===== src/rtl/sic_pkg.sv =====
package sic_pkg;
  localparam int NSRC    = 64;
  localparam int DW      = 32;
  localparam int VEC_W   = 6;
  localparam int VEC_LSB = DW - VEC_W;

  typedef enum logic [2:0] {
    A_MASK_HI = 3'd0,
    A_MASK_LO = 3'd1,
    A_PEND_HI = 3'd2,
    A_PEND_LO = 3'd3,
    A_EDGE    = 3'd4,
    A_VEC     = 3'd5
  } sic_addr_e;

  // 1 when source s lives in the high word
  function automatic logic in_hi(input int s);
    return (s < 16) || (s >= 32 && s < 48);
  endfunction

  // bit position of source s inside its word
  function automatic logic [4:0] map_bit(input int s);
    if (s == 0)       return 5'd0;
    else if (s < 16)  return 5'(16 - s);
    else if (s < 19)  return 5'(18 - s);
    else if (s < 31)  return 5'(33 - s);
    else if (s == 31) return 5'd0;
    else if (s < 48)  return 5'(63 - s);
    else              return 5'(s - 32);
  endfunction

  function automatic logic edge_capable(input int s);
    return (s >= 19 && s <= 25) || (s >= 48 && s <= 63);
  endfunction

  function automatic logic [4:0] edge_bit(input int s);
    if (s >= 19 && s <= 25)      return 5'(33 - s);
    else if (s >= 48 && s <= 63) return 5'(79 - s);
    else                         return 5'd0;
  endfunction
endpackage


===== src/rtl/sic_sync.sv =====
module sic_sync #(
  parameter int W      = 64,
  parameter int STAGES = 2
) (
  input  logic         clk,
  input  logic         rst_n,
  input  logic [W-1:0] d,
  output logic [W-1:0] q
);
  logic [W-1:0] stg [STAGES];

  always_ff @(posedge clk or negedge rst_n) begin
    if (!rst_n) begin
      for (int i = 0; i < STAGES; i++) stg[i] <= '1;
    end else begin
      stg[0] <= d;
      for (int i = 1; i < STAGES; i++) stg[i] <= stg[i-1];
    end
  end

  assign q = stg[STAGES-1];
endmodule


===== src/rtl/sic_sense.sv =====
module sic_sense #(
  parameter int N = 64
) (
  input  logic         clk,
  input  logic         rst_n,
  input  logic [N-1:0] lvl_n,
  input  logic [N-1:0] edge_mode,
  input  logic [N-1:0] clr,
  output logic [N-1:0] pend
);
  logic [N-1:0] prev_n;
  logic [N-1:0] fall;
  logic [N-1:0] lat;

  always_ff @(posedge clk or negedge rst_n) begin
    if (!rst_n) prev_n <= '1;
    else        prev_n <= lvl_n;
  end

  assign fall = prev_n & ~lvl_n;

  for (genvar i = 0; i < N; i++) begin : g_src
    always_ff @(posedge clk or negedge rst_n) begin
      if (!rst_n)             lat[i] <= 1'b0;
      else if (!edge_mode[i]) lat[i] <= 1'b0;
      else if (fall[i])       lat[i] <= 1'b1;
      else if (clr[i])        lat[i] <= 1'b0;
    end

    assign pend[i] = edge_mode[i] ? lat[i] : ~lvl_n[i];

    // a captured edge holds until cleared
    a_r5_edge_hold: assert property (@(posedge clk) disable iff (!rst_n)
      (edge_mode[i] && lat[i] && !clr[i]) |=> lat[i]);
    // an input sitting high cannot set the capture
    a_r9_high_no_set: assert property (@(posedge clk) disable iff (!rst_n)
      (!lat[i] && lvl_n[i]) |=> !lat[i]);
  end
endmodule


===== src/rtl/sic_prio.sv =====
module sic_prio #(
  parameter int N = 64,
  parameter int W = 6
) (
  input  logic         clk,
  input  logic         rst_n,
  input  logic [N-1:0] req,
  output logic [W-1:0] vec,
  output logic         any
);
  always_comb begin
    vec = '0;
    for (int i = N - 1; i >= 1; i--) begin
      if (req[i]) vec = W'(i);
    end
  end

  assign any = |req[N-1:1];

  // a reported vector names a live request
  a_r8_vec_live: assert property (@(posedge clk) disable iff (!rst_n)
    (vec != '0) |-> req[vec]);
  // a request always yields a nonzero vector
  a_r7_any_vec: assert property (@(posedge clk) disable iff (!rst_n)
    any |-> (vec != '0));
endmodule


===== src/rtl/sparse_intc.sv =====
module sparse_intc
  import sic_pkg::*;
#(
  parameter int SYNC_STAGES = 2
) (
  input  logic            clk,
  input  logic            rst_n,
  input  logic [NSRC-1:0] src_n,
  input  logic            wr_en,
  input  logic [2:0]      addr,
  input  logic [DW-1:0]   wdata,
  output logic [DW-1:0]   rdata,
  output logic            irq
);
  logic [DW-1:0]    mask_hi, mask_lo, edge_ctl;
  logic [NSRC-1:0]  lvl_n, em, clr, pend, en, req;
  logic [DW-1:0]    pend_hi, pend_lo;
  logic [VEC_W-1:0] vec;
  logic             any;

  sic_sync #(.W(NSRC), .STAGES(SYNC_STAGES)) u_sync (
    .clk(clk), .rst_n(rst_n), .d(src_n), .q(lvl_n));

  // per-source view of the scattered registers
  always_comb begin
    for (int s = 0; s < NSRC; s++) begin
      en[s]  = in_hi(s) ? mask_hi[map_bit(s)] : mask_lo[map_bit(s)];
      em[s]  = edge_capable(s) && edge_ctl[edge_bit(s)];
      clr[s] = wr_en && wdata[map_bit(s)] &&
               (addr == (in_hi(s) ? A_PEND_HI : A_PEND_LO));
    end
  end

  sic_sense #(.N(NSRC)) u_sense (
    .clk(clk), .rst_n(rst_n), .lvl_n(lvl_n), .edge_mode(em),
    .clr(clr), .pend(pend));

  always_comb begin
    pend_hi = '0;
    pend_lo = '0;
    for (int s = 0; s < NSRC; s++) begin
      if (in_hi(s)) pend_hi[map_bit(s)] = pend_hi[map_bit(s)] | pend[s];
      else          pend_lo[map_bit(s)] = pend_lo[map_bit(s)] | pend[s];
    end
  end

  assign req = pend & en & {{(NSRC-1){1'b1}}, 1'b0};

  sic_prio #(.N(NSRC), .W(VEC_W)) u_prio (
    .clk(clk), .rst_n(rst_n), .req(req), .vec(vec), .any(any));

  always_ff @(posedge clk or negedge rst_n) begin
    if (!rst_n) begin
      mask_hi  <= '0;
      mask_lo  <= '0;
      edge_ctl <= '0;
    end else if (wr_en) begin
      case (addr)
        A_MASK_HI: mask_hi  <= wdata;
        A_MASK_LO: mask_lo  <= wdata;
        A_EDGE:    edge_ctl <= wdata;
        default:   ;
      endcase
    end
  end

  always_comb begin
    case (addr)
      A_MASK_HI: rdata = mask_hi;
      A_MASK_LO: rdata = mask_lo;
      A_PEND_HI: rdata = pend_hi;
      A_PEND_LO: rdata = pend_lo;
      A_EDGE:    rdata = edge_ctl;
      A_VEC:     rdata = {vec, {VEC_LSB{1'b0}}};
      default:   rdata = '0;
    endcase
  end

  assign irq = any;

  // an enable write lands in the next cycle
  a_r1_mask_write: assert property (@(posedge clk) disable iff (!rst_n)
    (wr_en && addr == A_MASK_LO) |=> (mask_lo == $past(wdata)));
  // source 0 alone never raises the request line
  a_r10_src0_quiet: assert property (@(posedge clk) disable iff (!rst_n)
    (req[NSRC-1:1] == '0) |-> !irq);
  // the request line follows the enabled pending set
  a_r7_irq_match: assert property (@(posedge clk) disable iff (!rst_n)
    irq |-> ((pend_hi & mask_hi) != '0 || (pend_lo & mask_lo) != '0));
endmodule


===== config.mk =====
export PLATFORM = sky130hd
export DESIGN_NAME = sparse_intc
export DESIGN_NICKNAME = d
export VERILOG_FILES = /design/src/rtl/sic_pkg.sv /design/src/rtl/sic_sync.sv /design/src/rtl/sic_sense.sv /design/src/rtl/sic_prio.sv /design/src/rtl/sparse_intc.sv
export SDC_FILE = /design/constraint.sdc
export NUM_CORES = 1
export LEC_CHECK = 0
export ABC_AREA = 0
export ABC_CLOCK_PERIOD_IN_PS = 3200
export BUFFER_PORTS_ARGS = -buffer_cell sky130_fd_sc_hd__clkbuf_2
export CAP_MARGIN = 20
export CORE_ASPECT_RATIO = 0.7
export CORE_MARGIN = 2
export CORE_UTILIZATION = 55
export DETAILED_ROUTE_END_ITERATION = 7
export GPL_TIMING_DRIVEN = 1
export PLACE_DENSITY = 0.81
export SLEW_MARGIN = 20
export SYNTH_ARGS = -nofsm -noshare
export SYNTH_HDL_FRONTEND = slang
export SYNTH_SLANG_ARGS = --single-unit

===== constraint.sdc =====
create_clock -name clk -period 3.2 [get_ports clk]
set_input_delay 0.64 -clock clk [delete_from_list [all_inputs] [get_ports clk]]
set_output_delay 0.64 -clock clk [all_outputs]
set_load 0.005 [all_outputs]

==> impl_results.md <==
- # hold bufs at CTS: 0
- Top post-synthesis cells by count: 151 x dfstp_2, 119 x dfrtp_1, 75 x a21oi_1
- Crit end category: output pin
- Final setup fails: 1
- Worst endpoint data arrival time: 2.57 ns
- CTS H-tree depth: 1
- Mapped Area: 0.0116 mm2
- Register-to-register setup slack: 2.24 ns
- CTS buffer count: 25
- Register area share after synthesis: 59.7%
- Largest net degree at the start of global routing: 98
- Crit-path max cell delay: 0.57 ns
- Final hold viol count: 0
- Clk_lat worst skew: 0.52 ns
- DPL Wire Length: 20.5 mm
- DR iter-0 viols: 748
- Most common cell in the netlist: dfstp_2
- Critical path class: flop to output pin
- Via density: 5.78
- Final #Nets: 1,231
- Root buffer selected by CTS: clkbuf_16
- Worst Tran Pin Value: 0.752 ns
- Gate Count Post-Synth: 970
- Int Pwr: 6690 uW
- Post-synthesis cell type count: 62
- Sequential share of power: 46.0%
- Clock sink count: 270
- Critical Path, Cell by Cell: nand2b_4 > nand3_1 > nand4_1 > nor4_2 > or3b_1 > and3b_2 > o31ai_4 > clkbuf_2
- Final core occ: 66.9%
- Residual DRC: 0
- Max FO, Critical Path: 3
- Post-route minimum period: 3.21 ns
- Clk_skew: 0.00701 ns
- Syn Area/Cell: 12.0 um2
- Gate power share: 19.7%
- Layout fillers: 1,517
- Dpl cell area: 0.0127 mm2
- Drt pass-1 iters: 5
- Synth Warn #: 0
- Max-slew violation count: 0
- Final worst-path cycle share: 100%
- Area occupied by multi-input gates: 0.00460 mm2
- #FFs+latches synth: 270
- Rel. slew slack: 49.8%
- Crit-path leading delay family: simple AND/OR/NAND/NOR gates
- Pwr Density: 664 mW/mm2
- R2r startpoint: u_sync.q[63]
- Placement Setup Slack: 0.327 ns
- Max clock buf depth: 3
- Buf/Inv on CP: 1
- Number of synthesized flops with an enable pin: 0
- Antenna-violating nets left: 0
- Cells on worst reg2reg path: 3
- Worst setup SP type: flop
- Ys flop type: dfstp_2
- Slowest stage cell, crit path: dfstp_2
- Routability cong.: 0.929
- Worst hold slack: 0.150 ns
- RSZ-0062 raised after global routing: yes
- Top area cells in the synthesized netlist: dfstp_2 34%, dfrtp_1 26%, mux2_2 6.0%, mux2_4 3.6%, nor2b_1 3.4%
- IO buf count: 134
- Ant diodes: 0
- WL final: 29.2 mm
- Width of the chip: 178 um
- DIE AREA: 0.0223 mm2
- TritonCTS clock tree: yes
- Layout cell share with drive strength beyond 1: 44.4%
- Routed via count: 8,232
- Async S/R FF share, synth: 100%
- Synth area leader: dfstp_2
- Final Cell Area: 0.0139 mm2
- Sw frac: 27.3%
- I/O Pins: 135
- HP Class: input pin to async pin
- Reg-to-reg endpoint: u_sense.lat[63]
- Power share of the clock group: 34.3%
- FP Rows: 44
- Total GRT Usage: 26.6%
- Vias in the first global route: 8,220
- Die Ht: 126 um
- Share of Yosys cell area claimed by the top area cell type: 34.1%
- Routed len/inst: 20.5 um
- First-pass GRT wire length: 45.9 mm
- Outcome: finished with violations
- Sw power: 2520 uW
- Final WS setup: -0.0130 ns
- # Max-Cap Violations: 0
- Clk slew on worst S/H paths: 0.06 ns
- Area grow syn2layout: 19.4%
- Gr ovfl total: 0
- Initial antenna violation count: 0
- Effective utilization at floorplan: 56.0%
- Core area: 0.0208 mm2
- CP required: 2.56 ns
- Worst VDD drop: 661 uV
- Leakage: 0.00604 uW
- Failing checks: setup timing
- Syn nets: 1,072
- Fmax: 0.311 GHz
- Sequential Area: 0.00695 mm2
[cell families after synthesis]
| kind of cell | Yosys count | share of synthesized area [%] |
|---|---|---|
| and+or+nand+nor | 311 | 14.7 |
| DFF | 270 | 59.7 |
| AOI/OAI and AO/OA | 212 | 11.1 |
| muxes | 113 | 11.7 |
| buffers and inverters | 64 | 2.84 |
[cell type report]
class | instances | share of cell area (%)
tap | 276 | 2.49
clock inverter | 7 | 0.793
sequential | 270 | 50.1
inverter | 23 | 0.622
clock buffer | 38 | 5.61
multi-input combinational | 636 | 33.1
timing repair buffer | 173 | 7.28
[how the worst max path moves through the flow]
stage / startpoint / end / slack [ns] / cells past startpoint
3_5_place_dp: addr[1] / rdata[7] / 0.33 / 8
6_report: u_sync.q[63] / rdata[31] / -0.01 / 8
4_1_cts: u_sync.q[59] / rdata[31] / -0.003 / 7
5_1_grt: u_sync.q[59] / rdata[31] / -0.08 / 7
3_3_place_gp: u_sync.q[17] / rdata[31] / 0.25 / 7
2_1_floorplan: addr[0] / rdata[7] / 0.65 / 6
[power groups by stage]
| stage | clock network, uW | logic, uW | registers, uW |
|---|---|---|---|
| 2_1_floorplan | 0 | 1100 | 4150 |
| 3_3_place_gp | 0 | 1610 | 4240 |
| 3_5_place_dp | 0 | 1640 | 4260 |
| 4_1_cts | 3210 | 1690 | 4220 |
| 5_1_grt | 3380 | 1960 | 4280 |
| 6_report | 3160 | 1820 | 4240 |
[placed cells by master (no fill, tap or decap), types with 4 or more instances in the layout]
master	instances
a31oi_1	6
clkbuf_16	28
dfstp_2	151
nand4_1	4
nor2b_1	61
o21ai_1	5
nor2_1	51
clkbuf_2	131
nor3_2	4
o22ai_1	14
nand3_1	17
a21o_1	5
clkbuf_1	6
and2_1	4
clkbuf_8	4
a21oi_1	71
mux2i_1	21
nand2b_4	6
dfrtp_1	117
clkinv_2	4
o21ai_0	41
mux2_2	62
inv_1	22
a211oi_1	24
mux2_4	28
buf_4	36
nand2b_1	48
a21boi_0	4
o211ai_1	5
o21a_1	8
nand2_1	64
and3_1	12
a21oi_2	4
nand3_2	8
[metal layers]
metal / up-vias / global-route usage, % / wire (um)
met5: - / 0 / 0
met4: 0 / 5.64 / 501
met3: 41 / 5.10 / 2280
met2: 358 / 39.1 / 12600
met1: 4114 / 41.5 / 13800
li1: 3719 / - / -
[per-stage QoR]
| stage | total power, uW | instances | setup TNS [ns] |
|---|---|---|---|
| floorplan | 5250 | 970 | 0 |
| global placement | 5850 | 1371 | 0 |
| detailed placement | 5900 | 1371 | 0 |
| CTS | 9120 | 1417 | -0.00255 |
| global route | 9630 | 1423 | -0.163 |
| finish | 9210 | 1423 | -0.0130 |
[worst reg2reg max path, delay by kind of cell (launching register included)]
family,cells,cell delay [ns]
DFF,1,0.57
and+or+nand+nor,2,0.13
AOI/OAI and AO/OA,1,0.14
[timing repair]
item / 4_1_cts / 5_1_grt
pin swaps: 1 / 10
buffers inserted: 1 / 6
endpoints found under the setup margin: 6 / 7
gates resized for setup: 20 / 38
[state kept, by name, indices dropped and copies added, names as in the netlist]
name and cells:
u_sync.q 64, u_sync.stg 64, edge_ctl 32, mask_hi 32, mask_lo 32, u_sense.lat 23, u_sense.prev_n 23
Note: power is estimated with default switching activity, not from simulation.
